[config.mk]
export PLATFORM = sky130hd
export DESIGN_NAME = wavecap_top
export DESIGN_NICKNAME = d
export VERILOG_FILES = /design/src/rtl/wavecap_pkg.sv /design/src/rtl/wavecap_edge.sv /design/src/rtl/wavecap_srcmux.sv /design/src/rtl/wavecap_mem.sv /design/src/rtl/wavecap_top.sv
export SDC_FILE = /design/constraint.sdc
export NUM_CORES = 2
export LEC_CHECK = 0
export BUFFER_PORTS_ARGS = -buffer_cell sky130_fd_sc_hd__buf_2
export CORE_MARGIN = 5
export CORE_UTILIZATION = 49
export CTS_BUF_LIST = sky130_fd_sc_hd__clkbuf_8
export CTS_CLUSTER_SIZE = 25
export DETAILED_ROUTE_END_ITERATION = 12
export GPL_TIMING_DRIVEN = 1
export SLEW_MARGIN = 25
export SYNTH_ARGS = -nofsm -noshare
export SYNTH_HDL_FRONTEND = slang
export SYNTH_HIERARCHICAL = 1
export SYNTH_SLANG_ARGS = --single-unit
[constraint.sdc]
create_clock -name clk_i -period 11.7 [get_ports clk_i]
set_input_delay 2.34 -clock clk_i [delete_from_list [all_inputs] [get_ports clk_i]]
set_output_delay 2.34 -clock clk_i [all_outputs]
set_load 0.05 [all_outputs]
[src/rtl/wavecap_pkg.sv]
package wavecap_pkg;
    typedef enum logic [1:0] {
        ST_IDLE  = 2'd0,
        ST_ARMED = 2'd1,
        ST_POST  = 2'd2,
        ST_DONE  = 2'd3
    } cap_state_e;

    localparam logic [2:0] TRG_TIMER = 3'd0;
    localparam logic [2:0] TRG_ILK   = 3'd1;
    localparam logic [2:0] TRG_EXT0  = 3'd2;
    localparam logic [2:0] TRG_EXT1  = 3'd3;
    localparam logic [2:0] TRG_RAMP  = 3'd4;

    localparam logic [1:0] SRC_ADC = 2'd0;
    localparam logic [1:0] SRC_SUM = 2'd1;
    localparam logic [1:0] SRC_ERR = 2'd2;
    localparam logic [1:0] SRC_DRV = 2'd3;
endpackage

[src/rtl/wavecap_edge.sv]
module wavecap_edge #(
    parameter int NUM_IN = 4
) (
    input  logic              clk_i,
    input  logic              rst_ni,
    input  logic [NUM_IN-1:0] sig_i,
    output logic [NUM_IN-1:0] rise_o
);
    logic [NUM_IN-1:0] prev_d, prev_q;

    always_comb begin
        prev_d = sig_i;
        rise_o = sig_i & ~prev_q;
    end

    always_ff @(posedge clk_i or negedge rst_ni) begin
        if (!rst_ni) prev_q <= '0;
        else         prev_q <= prev_d;
    end
endmodule

[src/rtl/wavecap_srcmux.sv]
module wavecap_srcmux
    import wavecap_pkg::*;
#(
    parameter int NUM_CH = 4,
    parameter int DATA_W = 16
) (
    input  logic [2*NUM_CH-1:0]      sel_i,
    input  logic [NUM_CH*DATA_W-1:0] adc_i,
    input  logic [DATA_W-1:0]        sum_i,
    input  logic [DATA_W-1:0]        err_i,
    input  logic [DATA_W-1:0]        drv_i,
    output logic [NUM_CH*DATA_W-1:0] smp_o
);
    for (genvar c = 0; c < NUM_CH; c++) begin : g_ch
        always_comb begin
            unique case (sel_i[2*c +: 2])
                SRC_ADC: smp_o[c*DATA_W +: DATA_W] = adc_i[c*DATA_W +: DATA_W];
                SRC_SUM: smp_o[c*DATA_W +: DATA_W] = sum_i;
                SRC_ERR: smp_o[c*DATA_W +: DATA_W] = err_i;
                default: smp_o[c*DATA_W +: DATA_W] = drv_i;
            endcase
        end
    end
endmodule

[src/rtl/wavecap_mem.sv]
module wavecap_mem #(
    parameter int NUM_CH = 4,
    parameter int DEPTH  = 64,
    parameter int DATA_W = 16,
    localparam int ADDR_W = $clog2(DEPTH),
    localparam int CH_W   = (NUM_CH > 1) ? $clog2(NUM_CH) : 1
) (
    input  logic                     clk_i,
    input  logic                     rst_ni,
    input  logic                     wr_en_i,
    input  logic [ADDR_W-1:0]        wr_addr_i,
    input  logic [NUM_CH*DATA_W-1:0] wr_data_i,
    input  logic [CH_W-1:0]          rd_ch_i,
    input  logic [ADDR_W-1:0]        rd_addr_i,
    output logic [DATA_W-1:0]        rd_data_o
);
    logic [DATA_W-1:0] mem_q [NUM_CH][DEPTH];
    logic [DATA_W-1:0] rd_d, rd_q;

    always_ff @(posedge clk_i) begin
        if (wr_en_i) begin
            for (int c = 0; c < NUM_CH; c++) begin
                mem_q[c][wr_addr_i] <= wr_data_i[c*DATA_W +: DATA_W];
            end
        end
    end

    always_comb begin
        rd_d = '0;
        if (int'(rd_ch_i) < NUM_CH) rd_d = mem_q[rd_ch_i][rd_addr_i];
    end

    always_ff @(posedge clk_i or negedge rst_ni) begin
        if (!rst_ni) rd_q <= '0;
        else         rd_q <= rd_d;
    end

    assign rd_data_o = rd_q;
endmodule

[src/rtl/wavecap_top.sv]
module wavecap_top
    import wavecap_pkg::*;
#(
    parameter int NUM_CH   = 4,
    parameter int DEPTH    = 64,
    parameter int DATA_W   = 16,
    parameter int RATE_CYC = 200,
    localparam int ADDR_W = $clog2(DEPTH),
    localparam int CNT_W  = ADDR_W + 1,
    localparam int CH_W   = (NUM_CH > 1) ? $clog2(NUM_CH) : 1,
    localparam int TICK_W = $clog2(RATE_CYC)
) (
    input  logic                     clk_i,
    input  logic                     rst_ni,
    input  logic                     arm_i,
    input  logic                     ack_i,
    input  logic [2:0]               trig_sel_i,
    input  logic                     ilk_trip_i,
    input  logic                     ext0_i,
    input  logic                     ext1_i,
    input  logic                     ramp_i,
    input  logic [CNT_W-1:0]         pre_i,
    input  logic [CNT_W-1:0]         post_i,
    input  logic [2*NUM_CH-1:0]      src_sel_i,
    input  logic [NUM_CH*DATA_W-1:0] adc_i,
    input  logic [DATA_W-1:0]        sum_i,
    input  logic [DATA_W-1:0]        err_i,
    input  logic [DATA_W-1:0]        drv_i,
    input  logic [CH_W-1:0]          rd_ch_i,
    input  logic [ADDR_W-1:0]        rd_idx_i,
    output logic [DATA_W-1:0]        rd_data_o,
    output logic                     done_o,
    output logic [ADDR_W-1:0]        trig_addr_o
);
    typedef struct packed {
        cap_state_e        state;
        logic [ADDR_W-1:0] wr_ptr;
        logic [CNT_W-1:0]  fill;
        logic [CNT_W-1:0]  left;
        logic [ADDR_W-1:0] trig_addr;
        logic              done;
        logic [TICK_W-1:0] tick;
    } ctl_t;

    ctl_t d, q;

    logic [3:0]               rise;
    logic [NUM_CH*DATA_W-1:0] smp;
    logic                     wr_en;
    logic                     tick;
    logic                     trig_evt;
    logic                     timer_mode;
    logic [CNT_W-1:0]         post_eff;
    logic [ADDR_W-1:0]        rd_addr;
    logic [CNT_W-1:0]         fill_cnt;
    logic                     post_active;

    wavecap_edge #(.NUM_IN(4)) edge_i (
        .clk_i  (clk_i),
        .rst_ni (rst_ni),
        .sig_i  ({ramp_i, ext1_i, ext0_i, ilk_trip_i}),
        .rise_o (rise)
    );

    wavecap_srcmux #(.NUM_CH(NUM_CH), .DATA_W(DATA_W)) mux_i (
        .sel_i (src_sel_i),
        .adc_i (adc_i),
        .sum_i (sum_i),
        .err_i (err_i),
        .drv_i (drv_i),
        .smp_o (smp)
    );

    always_comb begin
        d          = q;
        wr_en      = 1'b0;
        tick       = (q.tick == TICK_W'(RATE_CYC - 1));
        d.tick     = tick ? '0 : q.tick + 1'b1;
        timer_mode = (trig_sel_i == TRG_TIMER);
        post_eff   = (post_i == '0) ? CNT_W'(1) : post_i;

        unique case (trig_sel_i)
            TRG_TIMER: trig_evt = tick;
            TRG_ILK:   trig_evt = rise[0];
            TRG_EXT0:  trig_evt = rise[1];
            TRG_EXT1:  trig_evt = rise[2];
            TRG_RAMP:  trig_evt = rise[3];
            default:   trig_evt = 1'b0;
        endcase

        unique case (q.state)
            ST_IDLE: begin
                if (arm_i || (timer_mode && tick)) begin
                    d.state  = ST_ARMED;
                    d.wr_ptr = '0;
                    d.fill   = '0;
                end
            end
            ST_ARMED: begin
                wr_en    = 1'b1;
                d.wr_ptr = q.wr_ptr + 1'b1;
                if (q.fill != {CNT_W{1'b1}}) d.fill = q.fill + 1'b1;
                if (trig_evt && (q.fill >= pre_i)) begin
                    d.trig_addr = q.wr_ptr;
                    if (post_eff == CNT_W'(1)) begin
                        d.state = ST_DONE;
                        d.done  = 1'b1;
                    end else begin
                        d.state = ST_POST;
                        d.left  = post_eff - 1'b1;
                    end
                end
            end
            ST_POST: begin
                wr_en    = 1'b1;
                d.wr_ptr = q.wr_ptr + 1'b1;
                d.left   = q.left - 1'b1;
                if (q.left == CNT_W'(1)) begin
                    d.state = ST_DONE;
                    d.done  = 1'b1;
                end
            end
            default: begin
                if (timer_mode) begin
                    if (tick) begin
                        d.state  = ST_ARMED;
                        d.done   = 1'b0;
                        d.wr_ptr = '0;
                        d.fill   = '0;
                    end
                end else if (ack_i) begin
                    d.state = ST_IDLE;
                    d.done  = 1'b0;
                end
            end
        endcase
    end

    always_ff @(posedge clk_i or negedge rst_ni) begin
        if (!rst_ni) begin
            q <= '{state: ST_IDLE, default: '0};
        end else begin
            q <= d;
        end
    end

    assign rd_addr     = q.trig_addr - pre_i[ADDR_W-1:0] + rd_idx_i;
    assign done_o      = q.done;
    assign trig_addr_o = q.trig_addr;
    assign fill_cnt    = q.fill;
    assign post_active = (q.state == ST_POST);

    wavecap_mem #(.NUM_CH(NUM_CH), .DEPTH(DEPTH), .DATA_W(DATA_W)) mem_i (
        .clk_i     (clk_i),
        .rst_ni    (rst_ni),
        .wr_en_i   (wr_en),
        .wr_addr_i (q.wr_ptr),
        .wr_data_i (smp),
        .rd_ch_i   (rd_ch_i),
        .rd_addr_i (rd_addr),
        .rd_data_o (rd_data_o)
    );
endmodule

# Word level (Yosys, flattened, before mapping)
# Memory sizes are Yosys's and may differ from the RTL's.
# Cells that the tools add are included.
# op_classes
n_addsub	7
n_reduce_logical	25
n_eq_ne	26
bitwise	6
n_lt_le_gt_ge	4
muxes	35
# op_table
operator	count
two-way mux 1024 bit	1
one-hot mux 16 bit (3 select lines)	4
binary-select mux 16 bit (select 6 bit)	1
demux 16 bit (select 6 bit)	1
two-way mux 16 bit	3
two-way mux 15 bit	2
one-hot mux 8 bit (3 select lines)	1
two-way mux 7 bit	3
one-hot mux 7 bit (3 select lines)	1
equality test 7 x 1 -> 1 bit (second input constant)	2
greater-or-equal comparator 7 bit (second input constant)	2
two-way mux 14 bit	1
inverter 6 -> 7 bit	2
one-hot mux 7 bit (2 select lines)	1
subtractor 7 x 1 -> 7 bit (second input constant)	2
two-way mux 13 bit	1
nonzero test 4 bit	3
equality test 2 x 1 -> 1 bit (second input constant)	5
equality test 2 bit (second input constant)	5
logical NOT 2 bit	5
!= test 2 bit (second input constant)	5
AND reduction 5 bit	2
adder 8 x 1 -> 8 bit (second input constant)	1
equality test 8 bit (second input constant)	1
32 further kinds	48
# totals
input_bits	153
reg_bits	57
word_cells	113
memories	1
mem_bits_rw	4096
output_inout_bits	23
# memory_table
name	words	width	rd	rd_ports_with_merged_regs	wr	line	source
mem_i.mem_q	4	1024	1	0	4	wavecap_mem.sv:17	logic [DATA_W-1:0] mem_q [NUM_CH][DEPTH];

# Longest topological paths before layout
# logic_depth
ltp_word	6
mapped_depth	19
depth_no_buf	16

# Cells and area by module
# The synthesis kept the hierarchy.
# modules_own_cells
module	n_inst	cells_each	seq_area_each_um2	area_per_inst_um2
wavecap_mem	1	7131	123398.3	158191.7
wavecap_top	1	307	925.9	2821.5
wavecap_srcmux	1	80	0.0	1696.6
wavecap_edge	1	8	100.1	155.1

# Least setup slack after synthesis
# No wires, ideal clock.
# synth_timing
path_type	register to register
start	reg q[35] in the netlist's numbering
end	mem mem_i/mem_q[0][976] in the netlist's numbering, enable pin
arrival_ns	5.605
n_path_buf	0
stages_incl_launch_ff	6
setup_slack_ns	5.530
required_ns	11.135
setup_ns	0.565
synth_period_minus_slack_ns	6.170
cell_sequence	dfrtp_1 > inv_1 > ha_1 > nor3b_1 > nand3b_1 > nor3_1
# synth_lines
item	line	source
start: declaration	wavecap_top.sv:45	ctl_t d, q;
start signal: assignment	wavecap_top.sv:141	q <= '{state: ST_IDLE, default: '0};
start signal: assignment	wavecap_top.sv:143	q <= d;
end: declaration	wavecap_mem.sv:17	

# Worst setup path in the final report
# layout_timing
start	in pre_i[1]
end	reg mem_i.rd_q[0] (netlist: mem_i/rd_data_o[0])
# layout_between
elab_chain_cells	6
# layout_lines
item	line	source
start: declaration	wavecap_top.sv:22	input logic [CNT_W-1:0] pre_i,
subtractor 6 bit	wavecap_top.sv:147	assign rd_addr = q.trig_addr - pre_i[ADDR_W-1:0] + rd_idx_i;
adder 6 bit	wavecap_top.sv:147	
named net rd_addr[1]	wavecap_top.sv:54	logic [ADDR_W-1:0] rd_addr;
inverter 6 -> 7 bit (implied by the code)	wavecap_mem.sv:30	if (int'(rd_ch_i) < NUM_CH) rd_d = mem_q[rd_ch_i][rd_addr_i];
binary-select mux 16 bit (select 6 bit)	wavecap_mem.sv:30	
two-way mux 16 bit (implied by the code) (2 in a row)	wavecap_mem.sv:30	
named net mem_i.rd_d[0]	wavecap_mem.sv:18	logic [DATA_W-1:0] rd_d, rd_q;
end signal: assignment	wavecap_mem.sv:35	else rd_q <= rd_d;
end: declaration	wavecap_mem.sv:18	
# The timed path passes the listed nets, and every way through them passes these cells. The select of a mux whose other input is x is not followed.
# A chain may end at the register's enable or synchronous reset.

==> flow_summary.ini <==
[outcome]
status = finished, final reports clean

[clock_tree]
cts_buffer_depth = 4
insertion_delay_ps = 1190
cts_resized = 0
clock-sinks = 4153
cts_setup_buffers = 0
clk_pin_slew_ps = 60
cts-root-buf = clkbuf_8
htreeDepth = 6
cts_made_buffers = 669
postCtsHoldBufs = 0
cts_tree = done

[detailed_routing]
wire_per_inst_um = 32.77
first_pass_iters = 6
drtIter0Drc = 9240
vias = 82380
via_per_inst = 6.289
drc = 0
wl_mm = 429.3
drtAntennaViolNets = 0

[finish]
fillers = 25174
seq_area_mm2 = 0.1244
synthToLayoutAreaGrowth_pct = 11.27
final_common_cell = edfxtp_1
drive_gt1_frac = 0.2628
final_cell_mix = 4,096 x edfxtp_1, 893 x mux4_2, 678 x clkbuf_8
multi_input_area_mm2 = 0.03591
nNetsFinal = 8377

[global_route]
antenna_found_initial = 21
overflow = 0
grtUsageTotal = 0.2455
met2_usage = 0.3894
grt_pass1_wl_mm = 612.0
grt_pass1_vias = 85303
grt_start_max_net_pins = 111
met3_usage = 0.04326
busiest_layer = met2
grt.met1_usage = 0.3544

[power_and_ir_drop]
power_frac_seq = 0.522
p_per_area_mw_per_mm2 = 181.0
combPwrFrac = 0.132
p_sw_uw = 8949
leakage_uw = 0.05864
ir_drop_v = 0.0001586
clkPwrFrac = 0.346
p_int_uw = 23850
switching_share = 0.2729

[floorplan]
coreArea_mm2 = 0.3308
initial_core_util = 0.4923
die_y_um = 586.5
ios = 176
num_rows = 211
die_width_um = 586.5
dieArea_mm2 = 0.3440

[logic_synthesis]
ys.flop_type = edfxtp_1
synthSimpleGateAreaFrac = 0.01923
synth_area_mm2 = 0.1629
async_flop_share = 0.01373
yosys_warnings = 6
synth_top_area_cell = edfxtp_1
syn_area_per_cell_um2 = 21.64
synthMuxAreaShare = 0.1635
synth_xor_area_frac = 0.001022
synthesis.nets = 7708
synth_top_family_by_area = multiplexers
syn-instance-count = 7526
ys_ff_latch = 4153
synth_top_cells_by_area = edfxtp_1 76%, mux4_2 12%, mux2i_1 3.2%
synth_cell_types = 85
synth-compound-area-share = 0.03084
synthAdderAreaFrac = 0.002458
synth_top_area_share = 0.7552
synth_edf_count = 4096
ys_seq_area_frac = 0.7640

[worst_setup_path]
crit_type = in2reg
cp-end-kind = flop
worstPathArrival_ps = 7890
start_kind = primary input
cp_max_fo = 29
worst_ep_required_time_ps = 12780

[sta]
skew_ps = 73.58
whs_ps = 468.7
slew_viol_final = 0
rsz0062_at_grt = false
hold_violations = 0
min_period_over_period = 0.5827
period_needed_ps = 6818
timing.fmax_mhz = 146.7
slew_headroom = 0.1997
tightest_slew_ps = 1200
setup_viol = 0
setup_tns_ps = 0

[placement]
numPortBuffers = 175
dp_hpwl_mm = 234.8
gp_congestion = 0.8176

[flow_run]
cap_violations = 0

[min_path]
hp-class = reg2reg
==> power groups by stage <==
stage | registers, uW | logic [uW] | clock network [uW]
final | 17100 | 4320 | 11300
after global routing | 17200 | 4520 | 12300
after CTS | 17100 | 4330 | 11600
after detailed placement | 17500 | 4320 | 0
after global placement | 17400 | 4280 | 0
after floorplan | 17500 | 2290 | 0
==> flip-flops by register name, summed over array words and instances (netlist names) <==
register and cells:
fill_cnt 7, done_o 1, trig_addr_o 6, mem_i/rd_data_o 16, mem_i/mem_q 4096, edge_i/prev_q 4
q 23
==> metrics by stage <==
| step | total power, uW | worst slack, ps | instance area [um2] | cells | utilization |
|---|---|---|---|---|---|
| floorplan | 19780 | 5530 | 162900 | 7526 | - |
| global placement | 21720 | 3855 | 168900 | 11882 | 0.5106 |
| detailed placement | 21770 | 3811 | 169100 | 11887 | 0.5111 |
| CTS | 33080 | 5114 | 181100 | 13084 | 0.5474 |
| global route | 33980 | 5026 | 181200 | 13090 | 0.5477 |
| finish | 32800 | 4882 | 181200 | 13100 | 0.5478 |
==> area by class of cell <==
class,instances,share of cell area
inverter,44,0.0009804
clock inverter,519,0.01473
antenna,13,0.0001795
sequential,4153,0.6866
tap,4366,0.03015
clock buffer,678,0.05149
multi-input combinational,2896,0.1981
timing repair buffer,431,0.01772
==> layer usage <==
layer / part of all wire / vias to the layer above
met5: 0.000030 / -
met4: 0.025 / 2
met3: 0.089 / 623
met2: 0.48 / 4041
met1: 0.41 / 44255
li1: - / 33459
==> cells by family (layout without fill, tap and decap cells) <==
kind of cell | Yosys count | in the layout
xor+xnor | 19 | 19
mux | 1499 | 1499
fa+ha+maj | 29 | 29
simple gates | 630 | 630
other cells | 0 | 13
flops | 4153 | 4153
compound gates | 719 | 719
buf+inv | 477 | 1672
==> critical path, cell delays in order <==
cell	delay, ps
buf_2	120
fa_1	520
inv_1	70
fa_4	1070
buf_4	590
nand4bb_1	680
nor2_1	400
and3_1	280
nor4_1	490
nand4_1	280
nor4b_1	580
buf_4	250
nor3b_1	190
==> worst paths after layout <==
check,startpoint,to,slack (ps),cells after the start
min,q[0]$_DFF_PN0_,q[0]$_DFF_PN0_,470,1
max reg2reg,trig_addr_o[1]$_DFFE_PN0P_,mem_i/rd_data_o[0]$_DFF_PN0_,5750,13
min reg2reg,q[0]$_DFF_PN0_,q[0]$_DFF_PN0_,470,1
min in group asynchronous,rst_ni,edge_i/prev_q[2]$_DFF_PN0_,1130,1
max,pre_i[1],mem_i/rd_data_o[0]$_DFF_PN0_,4880,13
max in group asynchronous,rst_ni,mem_i/rd_data_o[11]$_DFF_PN0_,9370,2
==> Yosys cell counts (23+ instances only) <==
cell type / count
o22ai_1: 168
ha_1: 24
mux4_1: 36
a221oi_1: 29
nand2_1: 93
buf_8: 23
clkbuf_1: 147
buf_6: 72
nand3_1: 46
mux2i_1: 526
buf_4: 59
inv_1: 41
nor4_1: 44
mux2_2: 56
nor2_1: 202
buf_2: 85
nor3_1: 124
a22oi_1: 59
a21oi_1: 116
buf_1: 33
mux4_2: 874
edfxtp_1: 4096
dfrtp_1: 57
o21ai_0: 80
o221ai_1: 136
No activity file was read; power rests on OpenSTA's default activity.
